**config.mk**
```make
export PLATFORM = sky130hd
export DESIGN_NAME = rr_hold_arbiter
export DESIGN_NICKNAME = d
export VERILOG_FILES = /design/src/rtl/rr_arb_pkg.sv /design/src/rtl/rr_rot_search.sv /design/src/rtl/rr_start_ptr.sv /design/src/rtl/rr_grant_hold.sv /design/src/rtl/rr_hold_arbiter.sv
export SDC_FILE = /design/constraint.sdc
export NUM_CORES = 1
export LEC_CHECK = 0
export BUFFER_PORTS_ARGS = -buffer_cell sky130_fd_sc_hd__buf_2
export CAP_MARGIN = 20
export CORE_UTILIZATION = 25
export DETAILED_ROUTE_END_ITERATION = 6
export GPL_TIMING_DRIVEN = 0
export PLACE_DENSITY = 0.47
export SYNTH_ARGS = -nofsm -noshare
export SYNTH_HDL_FRONTEND = slang
export SYNTH_SLANG_ARGS = --single-unit
```
**constraint.sdc**
```tcl
create_clock -name clk -period 1.6 [get_ports clk]
set_input_delay 0.32 -clock clk [delete_from_list [all_inputs] [get_ports clk]]
set_output_delay 0.32 -clock clk [all_outputs]
set_load 0.1 [all_outputs]
```
**src/rtl/rr_arb_pkg.sv**
```systemverilog
package rr_arb_pkg;
  localparam int unsigned RR_WAYS = 4;

  typedef enum logic {
    ARB_FREE = 1'b0,
    ARB_HELD = 1'b1
  } arb_state_e;
endpackage

```
**src/rtl/rr_rot_search.sv**
```systemverilog
module rr_rot_search #(
  parameter int unsigned N     = 4,
  parameter int unsigned IDX_W = (N > 1) ? $clog2(N) : 1
) (
  input  logic [N-1:0]     req,
  input  logic [IDX_W-1:0] start,
  output logic             any,
  output logic [IDX_W-1:0] win_idx,
  output logic [N-1:0]     win_vec
);
  // scan cyclically upward from start, first hit wins
  always_comb begin
    any     = 1'b0;
    win_idx = '0;
    for (int k = 0; k < int'(N); k++) begin
      if (!any && req[(int'(start) + k) % int'(N)]) begin
        any     = 1'b1;
        win_idx = IDX_W'((int'(start) + k) % int'(N));
      end
    end
  end

  for (genvar g = 0; g < N; g++) begin : g_dec
    assign win_vec[g] = any && (win_idx == IDX_W'(g));
  end
endmodule

```
**src/rtl/rr_start_ptr.sv**
```systemverilog
module rr_start_ptr #(
  parameter int unsigned N     = 4,
  parameter int unsigned IDX_W = (N > 1) ? $clog2(N) : 1
) (
  input  logic             clk,
  input  logic             rst_n,
  input  logic             issue,
  input  logic [IDX_W-1:0] win_idx,
  output logic [IDX_W-1:0] start
);
  localparam logic [IDX_W-1:0] LAST = IDX_W'(N - 1);

  always_ff @(posedge clk) begin
    if (!rst_n)
      start <= '0;
    else if (issue)
      start <= (win_idx == LAST) ? '0 : win_idx + 1'b1;
  end
endmodule

```
**src/rtl/rr_grant_hold.sv**
```systemverilog
module rr_grant_hold
  import rr_arb_pkg::*;
#(
  parameter int unsigned N = 4
) (
  input  logic         clk,
  input  logic         rst_n,
  input  logic [N-1:0] req,
  input  logic         any,
  input  logic [N-1:0] win_vec,
  output logic         issue,
  output logic [N-1:0] grant
);
  arb_state_e   state;
  logic         release_seen;
  logic [N-1:0] grant_nxt;

  assign state        = (|grant) ? ARB_HELD : ARB_FREE;
  assign release_seen = |(grant & ~req);
  assign issue        = (state == ARB_FREE) && any;

  always_comb begin
    grant_nxt = grant;
    unique case (state)
      ARB_HELD: if (release_seen) grant_nxt = '0;
      ARB_FREE: grant_nxt = any ? win_vec : '0;
      default:  grant_nxt = '0;
    endcase
  end

  always_ff @(posedge clk) begin
    if (!rst_n) grant <= '0;
    else        grant <= grant_nxt;
  end
endmodule

```
**src/rtl/rr_hold_arbiter.sv**
```systemverilog
module rr_hold_arbiter #(
  parameter int unsigned N_REQ = rr_arb_pkg::RR_WAYS
) (
  input  logic             clk,
  input  logic             rst_n,
  input  logic [N_REQ-1:0] req,
  output logic [N_REQ-1:0] grant
);
  localparam int unsigned IDX_W = (N_REQ > 1) ? $clog2(N_REQ) : 1;

  logic [IDX_W-1:0] start;
  logic [IDX_W-1:0] win_idx;
  logic [N_REQ-1:0] win_vec;
  logic             any;
  logic             issue;

  rr_rot_search #(.N(N_REQ), .IDX_W(IDX_W)) u_search (
    .req(req), .start(start), .any(any), .win_idx(win_idx), .win_vec(win_vec)
  );

  rr_start_ptr #(.N(N_REQ), .IDX_W(IDX_W)) u_ptr (
    .clk(clk), .rst_n(rst_n), .issue(issue), .win_idx(win_idx), .start(start)
  );

  rr_grant_hold #(.N(N_REQ)) u_hold (
    .clk(clk), .rst_n(rst_n), .req(req), .any(any), .win_vec(win_vec),
    .issue(issue), .grant(grant)
  );
endmodule

```
Word-level counts from Yosys, hierarchy flattened --
Cells that the tools add are included.
Storage, ports and cells: register bits after elaboration 6, bits of input ports 6, output and inout port bits 4, logic and storage cells 61
Operators by class: add/subtract/negate cells 4, order comparisons 4, equality and inequality tests 4, mux-type cells 24, bitwise logic cells 6, reduce and logical (&&, ||, !) cells 17
Operators with widths (number):
- $lt A3 B4 Y1 const B | 3
- $mux W1 | 12
- $mux W2 | 5
- $bmux W1 S2 | 4
- $logic_and A1 B1 Y1 | 8
- $mux W4 | 2
- $pmux W4 S2 | 1
- $reduce_or A4 Y1 | 2
- $reduce_or A2 Y1 | 3
- $add A2 B1 Y2 const B | 2
- $add A2 B2 Y2 const B | 2
- $and A4 B4 Y4 | 1
- $eq A2 B2 Y1 const B | 2
- $not A4 Y4 | 1
- $and A1 B1 Y1 const A | 3
- $logic_not A1 Y1 | 3
- $lt A2 B3 Y1 const B | 1
- $eq A2 B1 Y1 const B | 1
- $logic_not A2 Y1 | 1
- $ne A2 B2 Y1 const B | 1
- $not A1 Y1 | 1

Logic depth before layout (Yosys ltp) --
Gate-level depths: netlist of run 1.
depth after elaboration 18, mapped depth 7, depth with buffers taken out 7

Hierarchy --
Synthesis of run 1 repeated with hierarchy kept, for this count alone.
Second synthesis, totals: cell total of the unflattened synthesis 58, area, all modules 488.0 um^2
By module, submodules not included:
- rr_rot_search | instances 1, cells each 33, area each 211.5 um^2, seq. area each 0.0 um^2
- rr_grant_hold | instances 1, cells each 17, area each 181.4 um^2, seq. area each 80.1 um^2
- rr_start_ptr | instances 1, cells each 8, area each 95.1 um^2, seq. area each 40.0 um^2

Worst setup path before layout of run 1 --
Ideal clock, no wire load.
path type reg2reg, from reg u_hold.grant[0], to reg u_ptr.start[1], setup time 0.116 ns, arrival 1.783 ns, data required time 1.484 ns, slack -0.299 ns, stages on the path, launching flop included 5, buffers on the path 0, period minus slack after synthesis 1.899 ns, cells stage by stage dfxtp_1 -> or4_4 -> a31oi_4 -> mux2i_1 -> nor2b_1
On the way: longest elaborated chain between the ends 4
Ends and longest elaborated chain:
- start: declaration | line rr_grant_hold.sv:12 | output logic [N-1:0] grant
- start signal: assignment | line rr_grant_hold.sv:33 | else grant <= grant_nxt;
- $reduce_or A4 Y1 | line rr_grant_hold.sv:18 | assign state = (|grant) ? ARB_HELD : ARB_FREE;
- $mux W1 | line rr_grant_hold.sv:18
- $not A1 Y1 | line rr_grant_hold.sv:20 | assign issue = (state == ARB_FREE) && any;
- $logic_and A1 B1 Y1 | line rr_grant_hold.sv:20
- end signal: assignment | line rr_start_ptr.sv:17 | start <= (win_idx == LAST) ? '0 : win_idx + 1'b1;
- end: declaration | line rr_start_ptr.sv:9 | output logic [IDX_W-1:0] start
No other way between the ends. A chain may end at the register's enable or synchronous reset.

Worst setup path after layout of run 1 --
from reg u_hold.grant[3], to reg u_ptr.start[1]
The elaborated chain is that of the path after synthesis.

==> results of run 1 <==
==> cells in the mapped netlist <==
library cell / instances / area share
a21o_1: 1 / 0.018
a31oi_4: 1 / 0.052
nor2_2: 1 / 0.015
or4_4: 1 / 0.028
a21oi_1: 1 / 0.012
o221ai_1: 1 / 0.022
inv_1: 2 / 0.018
nor2b_1: 7 / 0.11
a2111oi_2: 1 / 0.037
nor2b_2: 1 / 0.022
o31a_1: 2 / 0.043
o22ai_1: 1 / 0.015
o22a_1: 1 / 0.022
mux2i_1: 1 / 0.025
or2_1: 1 / 0.015
dfxtp_1: 6 / 0.30
nor2_1: 4 / 0.037
a22oi_1: 4 / 0.074
o21a_1: 1 / 0.018
ha_1: 4 / 0.12
==> through the flow <==
stage	hold WS [ns]	worst slack (ns)	area, um^2	total power, mW	std cells
floorplan	0.4468	0.01034	419.2	0.8661	42
global placement	0.5360	-0.1462	484.2	0.9912	67
detailed placement	0.5389	-0.1327	484.2	0.9851	67
CTS	0.3687	0.05746	510.5	1.149	71
global route	0.3713	-0.01363	519.2	1.217	72
finish	0.3755	0.06912	519.2	1.142	72
==> per-layer routing <==
layer / GRT usage / up-vias / share of wire
met5: 0 / - / 0
met4: 0.03750 / 0 / 0
met3: 0.07328 / 0 / 0.085
met2: 0.1323 / 13 / 0.42
met1: 0.1266 / 170 / 0.50
li1: - / 188 / -
==> power breakdown <==
part           switching (mW)  internal (mW)  total, mW
clock network          0.0608         0.0949      0.156
logic                   0.451          0.242      0.694
registers              0.0649          0.227      0.292
total                   0.577          0.565       1.14
==> worst max-delay path: cells and delay by family (launching register included) <==
| family | cells | cell delay (ns) |
|---|---|---|
| compound gates | 1 | 0.26 |
| flops | 1 | 0.34 |
| mux | 1 | 0.21 |
| simple gates | 2 | 0.61 |
==> flip-flops by register name, indices dropped and copies added, names as in the netlist <==
signal and flops:
u_ptr.start 2, u_hold.grant 4
==> final timing paths <==
kind | startpoint | to | slack (ns) | depth (start not counted)
worst max-delay path | u_hold.grant[3] | u_ptr.start[1] | 0.07 | 4
worst min register to register | u_hold.grant[0] | u_hold.grant[0] | 0.55 | 2
worst max register to register | u_hold.grant[3] | u_ptr.start[1] | 0.07 | 4
worst min-delay path | rst_n | u_hold.grant[2] | 0.38 | 2
==> timing repair <==
action | 4_1_cts | 5_1_grt
endpoints found under the setup margin | 0 | 2
resized for setup | 0 | 1
buffers inserted | 0 | 1
endpoints found under the hold margin | 0 | 0
==> logic make-up after synthesis <==
kind of cell | Yosys count | synth area share
buffers and inverters | 2 | 0.01847
AOI/OAI and AO/OA | 14 | 0.3139
adders and majority gates | 4 | 0.1231
DFF | 6 | 0.2954
muxes | 1 | 0.02462
and+or+nand+nor | 15 | 0.2246
==> layout make-up <==
type	count	area [um^2]
multi-input cells	34	279.0
fillers	161	987.2
clock buffers	4	26.28
well taps	16	20.02
inverters	2	7.507
repair buffers	10	52.55
flip-flops and latches	6	133.9
==> results.md, run 1 <==
- FMAX: between 0.6 and 0.7 GHz
- RSZ-0062 raised after global routing: true
- Routed length per instance: ~12 um
- Via/cell ratio: just over 5
- CP startpoint kind: register
- Post-layout util: 0.3447
- Remaining DRCs: 0
- Overflow after GRT: 0
- Final count of negative-setup-slack endpoints: 0
- Netlist Area Pre-Place: 406.6 um^2
- Clk_lat worst skew: around 0.25 ns
- Final ANT Viol Nets: 0
- Htree depth: 1
- Gate Count Post-Synth: between 40 and 50
- WP data required: 1.74 ns
- Commonest non-fill, non-tap cells in the layout: buf_2 (9), nor2b_1 (7), nor2_1 (4), a22oi_1 (4), ha_1 (4)
- Setup_tns: 0 ns
- Final Critical Period: 1.531 ns
- Crit-path slowest cell: or4_4
- Ports: 10
- Lkg Pwr: ~0.23 nW
- Worst slew pin tran: between 0.5 and 0.6 ns
- Max stage delay on crit path: approximately 0.55 ns
- Seq/Total Area, Yosys: 0.2954
- Antenna cell count: 0
- Total CTS buffers: 3
- Max cap viols: 0
- PD cells: between 2000 and 2500 nW/um^2
- Total GRT Usage: 0.1012
- Synthesized area per cell: just under 10 um^2
- Max VDD drop: roughly 0.8 mV
- Core area: ~1500 um^2
- Layout cell share with drive strength beyond 1: 0.4107
- Post-synthesis register bit count: 6
- Most common cell after layout, fill and taps aside: buf_2
- Final Hold Viols: 0
- Clk_skew: 0.0003906 ns
- DIE AREA: between 1500 and 2000 um^2
- Area Overhead vs Synth: 27.69%
- Initial DRC count: 12
- Net Count, Synth: 52
- Vias in the first global route: 293
- CP Capture Type: register
- Reg clk slew, reported paths: about 0.05 ns
- Hold-fix buffers at CTS: 0
- CTS root buffer: clkbuf_4
- Crit Path Max Fanout: 6
- Worst-path cell chain: or4_4 -> a31oi_4 -> mux2i_1 -> nor2b_1
- Crit path kind: register to register
- Clock Path Buffers: 2
- Final period utilization: 0.9568
- First-pass DRT Iterations: 4
- Routed vias: ~370
- Distinct cell type count of the synthesized netlist: 20
- Final Max Slew Viols: 0
- CTS tree: done
- I/O Buffers: 9
- Placer congestion estimate: between 0.6 and 0.7
- Dpl hpwl: roughly 660 um
- CP Data Arrival Time: about 1.7 ns
- Initial Util: 0.2699
- Nets: 67
- Die Span X: around 42 um
- Largest net degree at the start of global routing: 7
- Antenna violations before repair: 0
- Slew margin rel.: 0.6376
- Yosys warns: 0
- Die Y: about 42 um
- Worst Hold Class: input pin to register
- Final wirelength: around 860 um
- Clock sinks: 6
- First-pass GRT wire length: 1283 um
- Status: completed
- Row cnt: 14
Power figures use the tool's default switching activity.
==> run 2: changes to the inputs <==
- PLACE_DENSITY: 0.47 -> 0.48
- clock period: 1.6 -> 1.2 ns (I/O delays scaled with it)
==> run 2 against run 1 <==
- the flow now finishes with violations (setup timing)
- largest cell class unchanged
- sequential share of layout area shrank 1.5 points
- worst setup slack got worse by 0.40 ns
- largest power group unchanged
- clock-buffer cell count unchanged
- die area unchanged
- combinational power is 41% higher
- global-route usage grew 0.28 points
==> results.md, run 2 (synthesis results as in run 1) <==
- Status: finished with violations
- Failing checks: setup timing
- Max VDD drop: about 1.1 mV
- Antenna cell count: 0
- Final Critical Period: 1.530 ns
- Final wirelength: between 800 and 900 um
- DIE AREA: 1792 um^2
- Nets: 67
- Number of flip-flops in the largest register: 4
- Final WS setup: -0.3300 ns
- Routed wl met2: around 380 um
- Total CTS buffers: 3
- WP data required: 1.34 ns
- Commonest non-fill, non-tap cells in the layout: nor2b_1 (7), buf_2 (5), nor2_1 (4), a22oi_1 (4), buf_4 (4)
- Core area: approximately 1500 um^2
- Final count of negative-setup-slack endpoints: 6
- Hold-fix buffers at CTS: 0
- First-pass GRT wire length: 1373 um
- Crit Path Max Fanout: 6
- Clk pwr share: 0.133
- Clk_skew: about 0.0032 ns
- Wl on met1: ~430 um
- Part of the power in registers: 0.247
- Biggest register: u_hold.grant
- Switch Pwr: between 0.7 and 0.8 mW
- I/O Buffers: 9
- Routed length per instance: ~12 um
- Slew margin rel.: 0.7613
- Htree depth: 1
- Via/cell ratio: ~5
- CP top delay family: simple AND/OR/NAND/NOR gates
- Dpl hpwl: roughly 640 um
- Final ANT Viol Nets: 0
- Sw frac: 0.4948
- Reg clk slew, reported paths: approximately 0.05 ns
- Max cap viols: 0
- CP Capture Type: register
- Lkg Pwr: between 0.2 and 0.25 nW
- Worst slew pin tran: approximately 0.36 ns
- Layout cell share with drive strength beyond 1: 0.4464
- CP Depth: 4
- Internal power: approximately 0.8 mW
- Clock sinks: 6
- Final period utilization: 1.275
- Remaining DRCs: 0
- Final Max Slew Viols: 0
- Initial DRC count: 10
- Die Span X: between 40 and 50 um
- Clock Path Buffers: 2
- Largest regs: u_hold.grant x4, u_ptr.start x2
- Total GRT Usage: 0.1040
- CP startpoint kind: register
- Worst R2R Path Depth: 4
- WP buf/inv: 0
- Routed vias: 365
- WHS: 0.2761 ns
- Antenna violations before repair: 0
- Met3 Routed Length: between 20 and 30 um
- Worst Hold Class: input pin to register
- Register area: roughly 130 um^2
- Hold path depth: 2
- RSZ-0062 raised after global routing: true
- Area Overhead vs Synth: 35.38%
- FMAX: between 0.6 and 0.7 GHz
- Uppermost layer routed: met4
- Die Y: between 40 and 50 um
- CTS root buffer: clkbuf_4
- Clk_lat worst skew: 0.25 ns
- Ports: 10
- CP Data Arrival Time: ~1.7 ns
- Final Hold Viols: 0
- Placer congestion estimate: 0.7643
- PD cells: about 2900 nW/um^2
- Setup_tns: -1.751 ns
- Vias in the first global route: just under 300
- Initial Util: 0.2699
- Area occupied by multi-input gates: approximately 300 um^2
- Row cnt: 14
- Worst-path cell chain: or4_4 -> a31oi_4 -> mux2i_1 -> nor2b_1
- Combinational share of power: 0.620
- Most common cell after layout, fill and taps aside: nor2b_1
- Crit-path slowest cell: or4_4
- Placement Setup Slack: -0.4610 ns
- Largest net degree at the start of global routing: 7
- Fillers: roughly 150
- Max stage delay on crit path: ~0.56 ns
- Overflow after GRT: 0
- CTS tree: done
- First-pass DRT Iterations: 4
- Crit path kind: register to register
[run 2: layout make-up]
type,instances,area share
inverter,2,0.01364
tap,16,0.03636
multi-input combinational,34,0.5386
timing repair buffer,10,0.1205
clock buffer,4,0.04773
sequential,6,0.2432
[run 2: path summary, 6_finish.rpt]
kind	slack [ns]	end	from
worst min-delay path	0.28	u_ptr.start[1]	rst_n
worst max-delay path	-0.33	u_ptr.start[1]	u_hold.grant[3]
worst max register to register	-0.33	u_ptr.start[1]	u_hold.grant[3]
worst min register to register	0.55	u_hold.grant[0]	u_hold.grant[0]
[run 2: power by group through the flow]
stage | logic, mW | clock network (mW) | registers (mW)
2_1_floorplan | 0.470 | 0 | 0.687
4_1_cts | 0.965 | 0.217 | 0.390
5_1_grt | 1.06 | 0.230 | 0.405
3_5_place_dp | 0.919 | 0 | 0.390
3_3_place_gp | 0.929 | 0 | 0.394
6_report | 0.982 | 0.210 | 0.391
[run 2: per-stage QoR]
step / utilization / instance area [um^2] / total power [mW] / std cells
after floorplan: - / 419.2 / 1.157 / 42
after global placement: 0.3214 / 484.2 / 1.323 / 67
after detailed placement: 0.3214 / 484.2 / 1.309 / 67
after CTS: 0.3571 / 538.0 / 1.573 / 72
after global routing: 0.3654 / 550.5 / 1.695 / 72
final: 0.3654 / 550.5 / 1.583 / 72
[run 2: metal layers]
layer  track usage  vias up
met3       0.02586        2
met4       0.05625        0
met1        0.1481      167
met2        0.1415        9
li1              -      187
met5             0        -
[run 2: repair_timing]
item,CTS,global route
resized for setup,8,1
endpoints found under the setup margin,10,6
setup buffers,1,0
pin swaps,4,1
==> run 3: changes to the inputs <==
- ABC_AREA: not set -> 1
- CORE_ASPECT_RATIO: not set -> 0.75
- PLACE_DENSITY: 0.48 -> 0.46
==> run 3 against run 2 <==
- the run still ends with setup timing left
- die area is 55% higher
- worst setup slack worse by 0.34 ns
- routed wire length increased by 110%
- fmax down 18%
==> results.md, run 3 <==
- CP startpoint kind: register
- WP buf/inv: 4
- Worst-path cell chain: buf_8 -> inv_8 -> nand2_4 -> nand2_2 -> o21ai_4 -> buf_6 -> nand3_2 -> nand3_1 -> nand2_2 -> inv_2 -> ha_4 -> nand3b_1 -> nand2_1 -> nor2_1
- Area Overhead vs Synth: 64.52%
- Crit Path Max Fanout: 6
- Net Count, Synth: around 110
- Routed length per instance: 11.84 um
- Distinct cell type count of the synthesized netlist: 20
- CTS tree: done
- Biggest register: u_hold.grant
- Final WS setup: -0.6702 ns
- Clock Path Buffers: 2
- Seq/Total Area, Yosys: 0.1871
- Total CTS buffers: 3
- Status: finished with violations
- Routed vias: 690
- First-pass GRT wire length: ~2800 um
- Crit path kind: register to register
- FF-to-FF setup slack: -0.67 ns
- Layout cell share with drive strength beyond 1: 0.5917
- Commonest cells in the netlist: nand2_1 (37), nand3_1 (11), inv_1 (8), nand2_2 (8), dfxtp_1 (6)
- Remaining DRCs: 0
- Final period utilization: 1.559
- Failing checks: setup timing
- Count leader, synth: nand2_1
- WP data required: ~1.3 ns
- Clk_skew: ~0.0019 ns
- Netlist Area Pre-Place: between 600 and 700 um^2
- Top cell type's share of synthesized area: 0.2164
- Final count of negative-setup-slack endpoints: 6
- Clock sinks: 6
- FMAX: ~0.53 GHz
- Final Max Slew Viols: 0
- WHS: approximately 0.24 ns
- Worst slew pin tran: just under 0.5 ns
- Largest net degree at the start of global routing: 9
- Final ANT Viol Nets: 0
- Yosys warns: 0
- Htree depth: 1
- Die Y: around 46 um
- Post-synth top flop: dfxtp_1
- Synth area leaders: nand2_1 (22%), dfxtp_1 (19%), nand3_1 (8.6%), ha_1 (7.8%), nand2_2 (7.8%)
- Worst Hold Class: input pin to register
- Most used cell, CP: nand2_2
- Post-layout util: 0.4466
- Initial DRC count: 11
- Post-synth EDFFs: 0
- First-pass DRT Iterations: 2
- Max cap viols: 0
- Final Critical Period: 1.870 ns
- Gate Count Post-Synth: between 90 and 100
- RSZ-0062 raised after global routing: true
- Crit-path slowest cell: dfxtp_4
- Slew margin rel.: 0.6716
- Post-synthesis register bit count: 6
- Core area: between 2000 and 2500 um^2
- I/O Buffers: 9
- Overflow after GRT: 0
- Largest regs: u_hold.grant x4, u_ptr.start x2
- Commonest non-fill, non-tap cells in the layout: nand2_1 (25), nand2_2 (12), buf_4 (9)
- DIE AREA: approximately 2800 um^2
- Synthesized area per cell: 6.550 um^2
- Vias in the first global route: approximately 600
- Most common cell after layout, fill and taps aside: nand2_1
- Total GRT Usage: 0.1441
- Row cnt: 15
- Dpl hpwl: between 1000 and 1500 um
- Number of flip-flops in the largest register: 4
- Yosys top cell by area: nand2_1
- Ports: 10
- CTS root buffer: clkbuf_4
- Antenna cell count: 0
- Fraction of registers with async set/reset: 0
- Die Span X: 60.51 um
- CP top delay family: simple AND/OR/NAND/NOR gates
- Max stage delay on crit path: 0.37 ns
- Clk_lat worst skew: about 0.24 ns
- Nets: about 130
- Antenna violations before repair: 0
- Final wirelength: approximately 1800 um
- Final Hold Viols: 0
- Placer congestion estimate: 0.7157
- CP Data Arrival Time: about 2 ns
- Reg clk slew, reported paths: 0.04 ns
- CP Capture Type: register
- Initial Util: 0.2714
- Via/cell ratio: between 4 and 5
==> run 3: cell count changes after synthesis, sizes merged, moves of 4 or more <==
cell	before	now
a21oi	1	5
a22oi	4	0
inv	2	11
nand2	0	46
nand3	0	12
nor2b	8	0
==> run 3: logic make-up (layout without fill, tap and decap cells) <==
kind of cell	after synthesis	count (layout)	share of synthesized area
and+or+nand+nor	67	67	0.5477
AOI/OAI and AO/OA	9	9	0.09357
adders and majority gates	4	4	0.07798
buffers and inverters	12	34	0.09357
DFF	6	6	0.1871
==> run 3: per-stage QoR <==
stage                     cells  TNS, ns  worst slack [ns]  area [um^2]
after global placement      141   -2.957           -0.6999        782.0
after CTS                   151   -3.475           -0.6857        983.4
after floorplan              98   -1.893           -0.5240        694.4
final                       154   -3.462           -0.6702         1056
after global routing        154   -3.996           -0.7622         1056
after detailed placement    141   -3.020           -0.7074        782.0
==> run 3: per-layer routing <==
layer	GRT usage	vias up	share of wire
met5	0	-	0
met4	0.01364	0	0
met3	0.04261	0	0.022
met2	0.2066	8	0.45
met1	0.2161	317	0.52
li1	-	365	-
==> run 3: timing repair <==
| item | in CTS | in global routing |
|---|---|---|
| buffers inserted | 5 | 3 |
| hold endpoints to repair | 0 | 0 |
| cloned | 2 | 0 |
| setup endpoints to repair | 10 | 7 |
| gates resized for setup | 26 | 12 |
| pin swaps | 16 | 13 |
| hold buffers | 0 | 0 |
==> run 3: final timing paths <==
kind	depth (start not counted)	to	start
min	3	u_ptr.start[1]	rst_n
max reg2reg	14	u_ptr.start[1]	u_ptr.start[0]
min reg2reg	2	u_hold.grant[3]	u_hold.grant[3]
max	14	u_ptr.start[1]	u_ptr.start[0]
==> run 3: final cells by class <==
class / count / area (um^2)
Inverter: 11 / 48.80
Buffer: 1 / 15.01
Timing Repair Buffer: 18 / 153.9
Multi-Input combinational cell: 80 / 629.4
Sequential cell: 6 / 137.6
Tap cell: 34 / 42.54
Clock buffer: 3 / 22.52
Timing Repair inverter: 1 / 6.256
Fill cell: 259 / 1309
==> run 3: worst register-to-register path, delay by kind of cell, from the launching register on <==
| kind | cells | cell delay [ns] |
|---|---|---|
| and+or+nand+nor | 8 | 0.61 |
| AOI/OAI and AO/OA | 1 | 0.19 |
| adders and majority gates | 1 | 0.19 |
| buffers and inverters | 4 | 0.42 |
| DFF | 1 | 0.37 |
Power of run 3 is left out: the tool's default activity adds up to more than one toggle a clock period on the data nets, which glitch-free logic cannot reach.
